--- src/rtl/dmaPkg.sv ---
package dmaPkg;
  parameter int NUM_CH  = 4;
  parameter int ADDR_W  = 16;
  parameter int CNT_W   = 16;
  parameter int HADDR_W = 5;
  parameter int HDATA_W = 16;
  localparam int CH_W   = $clog2(NUM_CH);

  typedef enum logic [1:0] {
    XT_SINGLE = 2'd0,
    XT_BLOCK  = 2'd1,
    XT_DEMAND = 2'd2,
    XT_RSVD   = 2'd3
  } xferType_e;

  typedef struct packed {
    xferType_e xType;
    logic      autoInit;
    logic      addrDec;
    logic      memToIo;
  } chanMode_t;

  typedef struct packed {
    logic            step;
    logic            finish;
    logic            endSvc;
    logic [CH_W-1:0] chan;
  } ctlStrobe_t;
endpackage

--- src/rtl/dmaChanFile.sv ---
module dmaChanFile
  import dmaPkg::*;
#(
  parameter int NCH = NUM_CH,
  parameter int AW  = ADDR_W,
  parameter int CW  = CNT_W,
  parameter int HAW = HADDR_W,
  parameter int HDW = HDATA_W
) (
  input  logic                   clk,
  input  logic                   rstN,
  input  logic                   hostWe,
  input  logic                   hostRe,
  input  logic [HAW-1:0]         hostAddr,
  input  logic [HDW-1:0]         hostWdata,
  output logic [HDW-1:0]         hostRdata,
  input  logic [NCH-1:0]         devReq,
  input  ctlStrobe_t             ctl,
  output logic [NCH-1:0][AW-1:0] curAddrVec,
  output logic [NCH-1:0]         cntZero,
  output xferType_e [NCH-1:0]    typeVec,
  output logic [NCH-1:0]         dirVec,
  output logic [NCH-1:0]         reqLive,
  output logic [NCH-1:0]         reqEligible
);
  localparam int CHW = $clog2(NCH);
  localparam logic [AW-1:0] ADDR_ONE = AW'(1);
  localparam logic [CW-1:0] CNT_ONE  = CW'(1);
  localparam logic [1:0] SUB_ADDR = 2'd0, SUB_CNT = 2'd1, SUB_MODE = 2'd2;
  localparam logic [1:0] G_MASK = 2'd0, G_SWREQ = 2'd1, G_STAT = 2'd2;

  logic [NCH-1:0][CW-1:0] curCntVec;
  chanMode_t [NCH-1:0]    modeVec;
  logic [NCH-1:0]         maskR, swReqR, tcFlagR;

  logic          isGlobal;
  logic [CHW-1:0] selCh;
  logic [1:0]    subSel;
  assign isGlobal = hostAddr[HAW-1];
  assign selCh    = hostAddr[CHW+1:2];
  assign subSel   = hostAddr[1:0];

  for (genvar i = 0; i < NCH; i++) begin : g_ch
    logic [AW-1:0] baseAddr, curAddr;
    logic [CW-1:0] baseCnt, curCnt;
    chanMode_t     modeR;
    logic          chWr, mine;

    assign chWr = hostWe && !isGlobal && (selCh == CHW'(i));
    assign mine = ctl.step && (ctl.chan == CHW'(i));

    always_ff @(posedge clk or negedge rstN) begin
      if (!rstN) begin
        baseAddr <= '0;
        curAddr  <= '0;
        baseCnt  <= '0;
        curCnt   <= '0;
        modeR    <= '0;
      end else begin
        if (mine) begin
          if (ctl.finish && modeR.autoInit) begin
            curAddr <= baseAddr;
            curCnt  <= baseCnt;
          end else begin
            curAddr <= modeR.addrDec ? curAddr - ADDR_ONE : curAddr + ADDR_ONE;
            curCnt  <= curCnt - CNT_ONE;
          end
        end
        if (chWr && subSel == SUB_ADDR) begin
          baseAddr <= hostWdata[AW-1:0];
          curAddr  <= hostWdata[AW-1:0];
        end
        if (chWr && subSel == SUB_CNT) begin
          baseCnt <= hostWdata[CW-1:0];
          curCnt  <= hostWdata[CW-1:0];
        end
        if (chWr && subSel == SUB_MODE) modeR <= chanMode_t'(hostWdata[$bits(chanMode_t)-1:0]);
      end
    end

    assign curAddrVec[i] = curAddr;
    assign curCntVec[i]  = curCnt;
    assign modeVec[i]    = modeR;
    assign cntZero[i]    = (curCnt == '0);
    assign typeVec[i]    = modeR.xType;
    assign dirVec[i]     = modeR.memToIo;
  end

  always_ff @(posedge clk or negedge rstN) begin
    if (!rstN) begin
      maskR   <= '1;
      swReqR  <= '0;
      tcFlagR <= '0;
    end else begin
      if (hostWe && isGlobal && subSel == G_MASK)  maskR  <= hostWdata[NCH-1:0];
      if (hostWe && isGlobal && subSel == G_SWREQ) swReqR <= hostWdata[NCH-1:0];
      if (hostRe && isGlobal && subSel == G_STAT)  tcFlagR <= '0;
      for (int i = 0; i < NCH; i++) begin
        if (ctl.finish && ctl.chan == CHW'(i)) begin
          tcFlagR[i] <= 1'b1;
          if (!modeVec[i].autoInit) maskR[i] <= 1'b1;
        end
        if (ctl.endSvc && ctl.chan == CHW'(i)) swReqR[i] <= 1'b0;
      end
    end
  end

  assign reqLive     = devReq | swReqR;
  assign reqEligible = reqLive & ~maskR;

  always_comb begin
    hostRdata = '0;
    if (isGlobal) begin
      case (subSel)
        G_MASK:  hostRdata = HDW'(maskR);
        G_SWREQ: hostRdata = HDW'(swReqR);
        G_STAT:  hostRdata = HDW'(tcFlagR);
        default: hostRdata = '0;
      endcase
    end else begin
      case (subSel)
        SUB_ADDR: hostRdata = HDW'(curAddrVec[selCh]);
        SUB_CNT:  hostRdata = HDW'(curCntVec[selCh]);
        SUB_MODE: hostRdata = HDW'(modeVec[selCh]);
        default:  hostRdata = '0;
      endcase
    end
  end
endmodule

--- src/rtl/dmaSeq.sv ---
module dmaSeq
  import dmaPkg::*;
#(
  parameter int NCH = NUM_CH,
  parameter int AW  = ADDR_W
) (
  input  logic                   clk,
  input  logic                   rstN,
  input  logic                   holdAck,
  input  logic                   eopIn,
  input  logic [NCH-1:0]         reqEligible,
  input  logic [NCH-1:0]         reqLive,
  input  logic [NCH-1:0]         cntZero,
  input  xferType_e [NCH-1:0]    typeVec,
  input  logic [NCH-1:0]         dirVec,
  input  logic [NCH-1:0][AW-1:0] curAddrVec,
  output ctlStrobe_t             ctl,
  output logic                   holdReq,
  output logic [NCH-1:0]         devAck,
  output logic [AW-1:0]          busAddr,
  output logic                   memRd,
  output logic                   memWr,
  output logic                   ioRd,
  output logic                   ioWr,
  output logic                   done
);
  localparam int CHW = $clog2(NCH);

  typedef enum logic [1:0] {S_IDLE, S_HOLD, S_XFER, S_REL} seqState_e;
  seqState_e state;
  logic [CHW-1:0] actCh, pickCh;
  logic found, inXfer, termNow, stopNow;
  xferType_e actType;

  always_comb begin
    pickCh = '0;
    found  = 1'b0;
    for (int i = NCH - 1; i >= 0; i--) begin
      if (reqEligible[i]) begin
        pickCh = CHW'(i);
        found  = 1'b1;
      end
    end
  end

  assign inXfer  = (state == S_XFER);
  assign actType = typeVec[actCh];
  assign termNow = inXfer && (cntZero[actCh] || eopIn);
  always_comb begin
    case (actType)
      XT_BLOCK:  stopNow = termNow;
      XT_DEMAND: stopNow = termNow || !reqLive[actCh];
      default:   stopNow = 1'b1;
    endcase
  end

  always_ff @(posedge clk or negedge rstN) begin
    if (!rstN) begin
      state <= S_IDLE;
      actCh <= '0;
    end else begin
      case (state)
        S_IDLE: if (found) begin
          state <= S_HOLD;
          actCh <= pickCh;
        end
        S_HOLD: if (holdAck) state <= S_XFER;
        S_XFER: if (stopNow) state <= S_REL;
        S_REL:  if (!holdAck) state <= S_IDLE;
        default: state <= S_IDLE;
      endcase
    end
  end

  assign ctl.step   = inXfer;
  assign ctl.finish = termNow;
  assign ctl.endSvc = inXfer && stopNow;
  assign ctl.chan   = actCh;

  assign holdReq = (state == S_HOLD) || inXfer;
  always_comb begin
    devAck = '0;
    if (inXfer) devAck[actCh] = 1'b1;
  end
  assign busAddr = inXfer ? curAddrVec[actCh] : '0;
  assign memRd   = inXfer &&  dirVec[actCh];
  assign ioWr    = inXfer &&  dirVec[actCh];
  assign memWr   = inXfer && !dirVec[actCh];
  assign ioRd    = inXfer && !dirVec[actCh];
  assign done    = termNow;
endmodule

--- src/rtl/dmaEngine.sv ---
module dmaEngine
  import dmaPkg::*;
#(
  parameter int NCH = NUM_CH,
  parameter int AW  = ADDR_W,
  parameter int CW  = CNT_W,
  parameter int HAW = HADDR_W,
  parameter int HDW = HDATA_W
) (
  input  logic           clk,
  input  logic           rstN,
  input  logic           hostWe,
  input  logic           hostRe,
  input  logic [HAW-1:0] hostAddr,
  input  logic [HDW-1:0] hostWdata,
  output logic [HDW-1:0] hostRdata,
  input  logic [NCH-1:0] devReq,
  output logic [NCH-1:0] devAck,
  input  logic           eopIn,
  output logic           holdReq,
  input  logic           holdAck,
  output logic [AW-1:0]  busAddr,
  output logic           memRd,
  output logic           memWr,
  output logic           ioRd,
  output logic           ioWr,
  output logic           done
);
  ctlStrobe_t             ctl;
  logic [NCH-1:0][AW-1:0] curAddrVec;
  logic [NCH-1:0]         cntZero, dirVec, reqLive, reqEligible;
  xferType_e [NCH-1:0]    typeVec;

  dmaChanFile #(.NCH(NCH), .AW(AW), .CW(CW), .HAW(HAW), .HDW(HDW)) u_regs (
    .clk(clk), .rstN(rstN), .hostWe(hostWe), .hostRe(hostRe),
    .hostAddr(hostAddr), .hostWdata(hostWdata), .hostRdata(hostRdata),
    .devReq(devReq), .ctl(ctl), .curAddrVec(curAddrVec), .cntZero(cntZero),
    .typeVec(typeVec), .dirVec(dirVec), .reqLive(reqLive), .reqEligible(reqEligible)
  );

  dmaSeq #(.NCH(NCH), .AW(AW)) u_seq (
    .clk(clk), .rstN(rstN), .holdAck(holdAck), .eopIn(eopIn),
    .reqEligible(reqEligible), .reqLive(reqLive), .cntZero(cntZero),
    .typeVec(typeVec), .dirVec(dirVec), .curAddrVec(curAddrVec), .ctl(ctl),
    .holdReq(holdReq), .devAck(devAck), .busAddr(busAddr),
    .memRd(memRd), .memWr(memWr), .ioRd(ioRd), .ioWr(ioWr), .done(done)
  );
endmodule

--- config.mk ---
export PLATFORM = sky130hd
export DESIGN_NAME = dmaEngine
export DESIGN_NICKNAME = d
export VERILOG_FILES = /design/src/rtl/dmaPkg.sv /design/src/rtl/dmaChanFile.sv /design/src/rtl/dmaSeq.sv /design/src/rtl/dmaEngine.sv
export SDC_FILE = /design/constraint.sdc
export NUM_CORES = 1
export LEC_CHECK = 0
export BUFFER_PORTS_ARGS = -buffer_cell sky130_fd_sc_hd__buf_2
export CAP_MARGIN = 30
export CORE_MARGIN = 8
export CORE_UTILIZATION = 35
export DETAILED_ROUTE_END_ITERATION = 12
export GPL_TIMING_DRIVEN = 0
export HOLD_SLACK_MARGIN = 0.15
export SLEW_MARGIN = 0
export SYNTH_ARGS = -nofsm -noshare
export SYNTH_HDL_FRONTEND = slang
export SYNTH_SLANG_ARGS = --single-unit
--- constraint.sdc ---
create_clock -name clk -period 5.5 [get_ports clk]
set_input_delay 0.825 -clock clk [delete_from_list [all_inputs] [get_ports clk]]
set_output_delay 0.825 -clock clk [all_outputs]
set_load 0.02 [all_outputs]
==> impl_results.md <==
- Drt drc: 0
- Final Hold Viols: 0
- CP top delay family: buffers and inverters
- Pleak: 9.355 nW
- Unrepaired setup endpoints after global routing: false
- Slew headroom: 0.2666
- Finished Cell Area: 0.02127 sq mm
- Initial antenna violation count: 0
- Post-CTS Setup Inserts: 0
- CP max FO: 10
- Hpwl dp: 55.02 mm
- Initial Util: 0.3540
- CTS tree: done
- Fmax achieved: 206.5 MHz
- Final Skew: 0.02064 ns
- Average vias per placed instance: ~6
- Die area: about 0.061 sq mm
- Post-synth cell types: between 80 and 90
- DR vias: 17919
- CTS Buffer Depth: 3
- Setup CP Type: in -> out
- Pin count of the biggest net entering global routing: a little over 90
- Grt total ovfl: 0
- Setup tns final: 0 ns
- CP Launch Type: input pin
- Final setup fails: 0
- Worst Tran Pin Value: between 1 and 1.5 ns
- Syn Inst Count: around 2200
- Levels on crit path: 8
- Post-CTS Hold Fix Bufs: 0
- Initial DRC Count: 2090
- Worst setup EP type: primary output
- Critical Path Start: hostAddr[3]
- Fin. max-slew vios: 0
- Seq/Total Area, Yosys: 0.3922
- Num ports: 73
- Worst reg2reg path startpoint: u_seq.actCh[1]
- Req. time, crit path: around 4.7 ns
- Ys async rst share: 1.000
- CP max stage delay: 0.70 ns
- Cell Pwr Density: between 500 and 600 mW/mm^2
- DP Area: 0.02007 sq mm
- Post-layout minimum cycle time: just under 5 ns
- WL/cell: 25.05 um
- Post-synth top flop: dfrtp_1
- Final nets: 2371
- Gr usage total: 0.2416
- Deepest level of the CTS H-tree: 2
- Antenna viol nets, final: 0
- Share of cells above drive strength 1: 0.1203
- First-pass GRT wire length: 111.4 mm
- Synthesis Warnings: 0
- CTS sink count: 292
- # Max-Cap Violations: 0
- Synth Cell Area: 0.01864 sq mm
- Worst vdd ir: ~0.00021 V
- EDFF count, synth: 0
- Synthesized flop and latch total: 292
- Filler cell count: 5219
- Final wirelength: 74.74 mm
- Syn_area_per_cell: between 8 and 9 sq um
- Crit path DAT: 4.02 ns
- Slowest stage cell, crit path: clkbuf_1
- R2r worst-path depth: 11
- Post-CTS Resized: 0
- Num CTS Buffers: 35
- Vias in the first global route: 17224
- Core ar.: 0.05266 sq mm
- Crit path cell chain: buf_2, buf_1, clkbuf_1, clkbuf_1, mux4_2, nand2_1, a21oi_1, buf_2
- WP buf/inv: 5
- Routability cong.: 0.9775
- Status: finished clean
- Post-route clock period utilization: 0.8804
- Port buffer count: 60
- Clk root buf: clkbuf_16
- Clock-pin slew on the worst setup and hold paths: 0.05 ns
- Worst-skew pair later-pin latency: 0.56 ns
- Num rows: 84
- Hold Path Class: in -> async
- Area Growth Syn to Fin: 14.08%
- DIE WIDTH: ~250 um
- Chip Height: 246.8 um
- Initial DRT Pass Iterations: 5
- Synthesized net count: 2259
Yosys cell counts (19+ instances only):
cell type,number,share of area
nor3_1,51,0.014
nor2b_1,22,0.0074
and3_1,19,0.0064
mux2_2,20,0.012
o21ai_1,138,0.037
a211oi_1,31,0.012
o211ai_1,35,0.014
a21oi_1,149,0.040
inv_1,45,0.0091
nor2_1,135,0.027
o21ai_0,82,0.022
nand2_1,521,0.10
xnor2_1,32,0.015
ha_1,66,0.044
mux4_2,57,0.069
nand3_1,35,0.0094
and2_1,23,0.0077
xor2_1,22,0.010
dfrtp_1,288,0.39
clkbuf_1,90,0.018
final timing paths:
check | endpoint | slack [ns]
max in group asynchronous | u_regs.g_ch[0].curAddr[10] | 4.03
hold / removal | u_regs.g_ch[3].baseAddr[8] | 0.23
setup reg to reg | u_seq.state[1] | 1.51
setup / recovery | hostRdata[8] | 0.66
hold reg to reg | u_regs.g_ch[0].baseAddr[12] | 0.47
min in group clk | u_regs.g_ch[0].baseAddr[12] | 0.47
stage by stage:
stage | hold WS (ns) | setup WS (ns) | utilization | power (mW) | cells
final | 0.2270 | 0.6580 | 0.4039 | 11.47 | 2984
after global routing | 0.2637 | 0.5606 | 0.4038 | 12.13 | 2983
after CTS | 0.2412 | 0.8060 | 0.4036 | 11.40 | 2982
after detailed placement | 0.4583 | 0.8130 | 0.3812 | 8.914 | 2920
after global placement | 0.4517 | -2.067 | 0.3761 | 8.749 | 2906
after floorplan | 0.4378 | 2.097 | - | 7.112 | 2158
cell families (layout without fill, tap and decap cells):
group	count (synthesis)	in the layout	share of synthesized area
compound gates	573	573	0.1899
other cells	0	1	0
buf+inv	188	325	0.04611
flops	292	292	0.3922
mux	91	91	0.08853
xor+xnor	54	54	0.02537
fa+ha+maj	70	70	0.04859
simple gates	890	890	0.2092
sequential cells by signal (all words and copies together), names as in the netlist:
signal                cells
u_regs.g_ch.baseAddr     64
u_regs.g_ch.modeR         8
u_regs.maskR              4
u_regs.g_ch.baseCnt      64
u_regs.dirVec             4
u_regs.g_ch.curAddr      64
u_regs.tcFlagR            4
u_seq.state               2
u_seq.actCh               2
u_regs.typeVec            8
u_regs.g_ch.curCnt       64
u_regs.swReqR             4
routing by layer:
| layer | wire, um | global-route usage | up-vias |
|---|---|---|---|
| li1 | - | - | 7896 |
| met1 | 29830 | 0.3117 | 8872 |
| met2 | 33020 | 0.3714 | 922 |
| met3 | 7759 | 0.06323 | 229 |
| met4 | 4131 | 0.1224 | 0 |
| met5 | 0 | 0 | - |
worst reg2reg max path, delay by kind of cell, from the launching register on:
family | cells | cell delay [ns]
buf+inv | 4 | 2.00
mux | 2 | 0.78
fa+ha+maj | 1 | 0.16
compound gates | 2 | 0.43
simple gates | 2 | 0.16
flops | 1 | 0.34
cells in the final DEF, fill, tap and decap left out, drive strengths merged, types with 22 or more instances in the layout:
cell,instances
a211oi,31
a21oi,150
and2,23
buf,122
clkbuf,146
dfrtp,288
ha,66
inv,48
mux4,57
nand2,521
nand3,35
nor2,136
nor2b,22
nor3,53
o211ai,39
o21ai,221
xnor2,32
xor2,22
where the power goes:
part           internal (mW)  switching (mW)
clock network           1.44            1.00
registers               2.85            1.17
logic                   2.16            2.83
layout make-up:
class / count / area (sq um) / area share
clock buffer: 50 / 1022 / 0.04807
buffer: 143 / 690.7 / 0.03248
clock inverter: 12 / 153.9 / 0.007237
multi-input combinational: 1678 / 10470 / 0.4923
timing repair buffer: 75 / 585.6 / 0.02753
inverter: 45 / 168.9 / 0.007943
tap: 688 / 860.8 / 0.04048
antenna: 1 / 2.502 / 0.0001177
sequential: 292 / 7312 / 0.3438
Power figures use the tool's default switching activity.
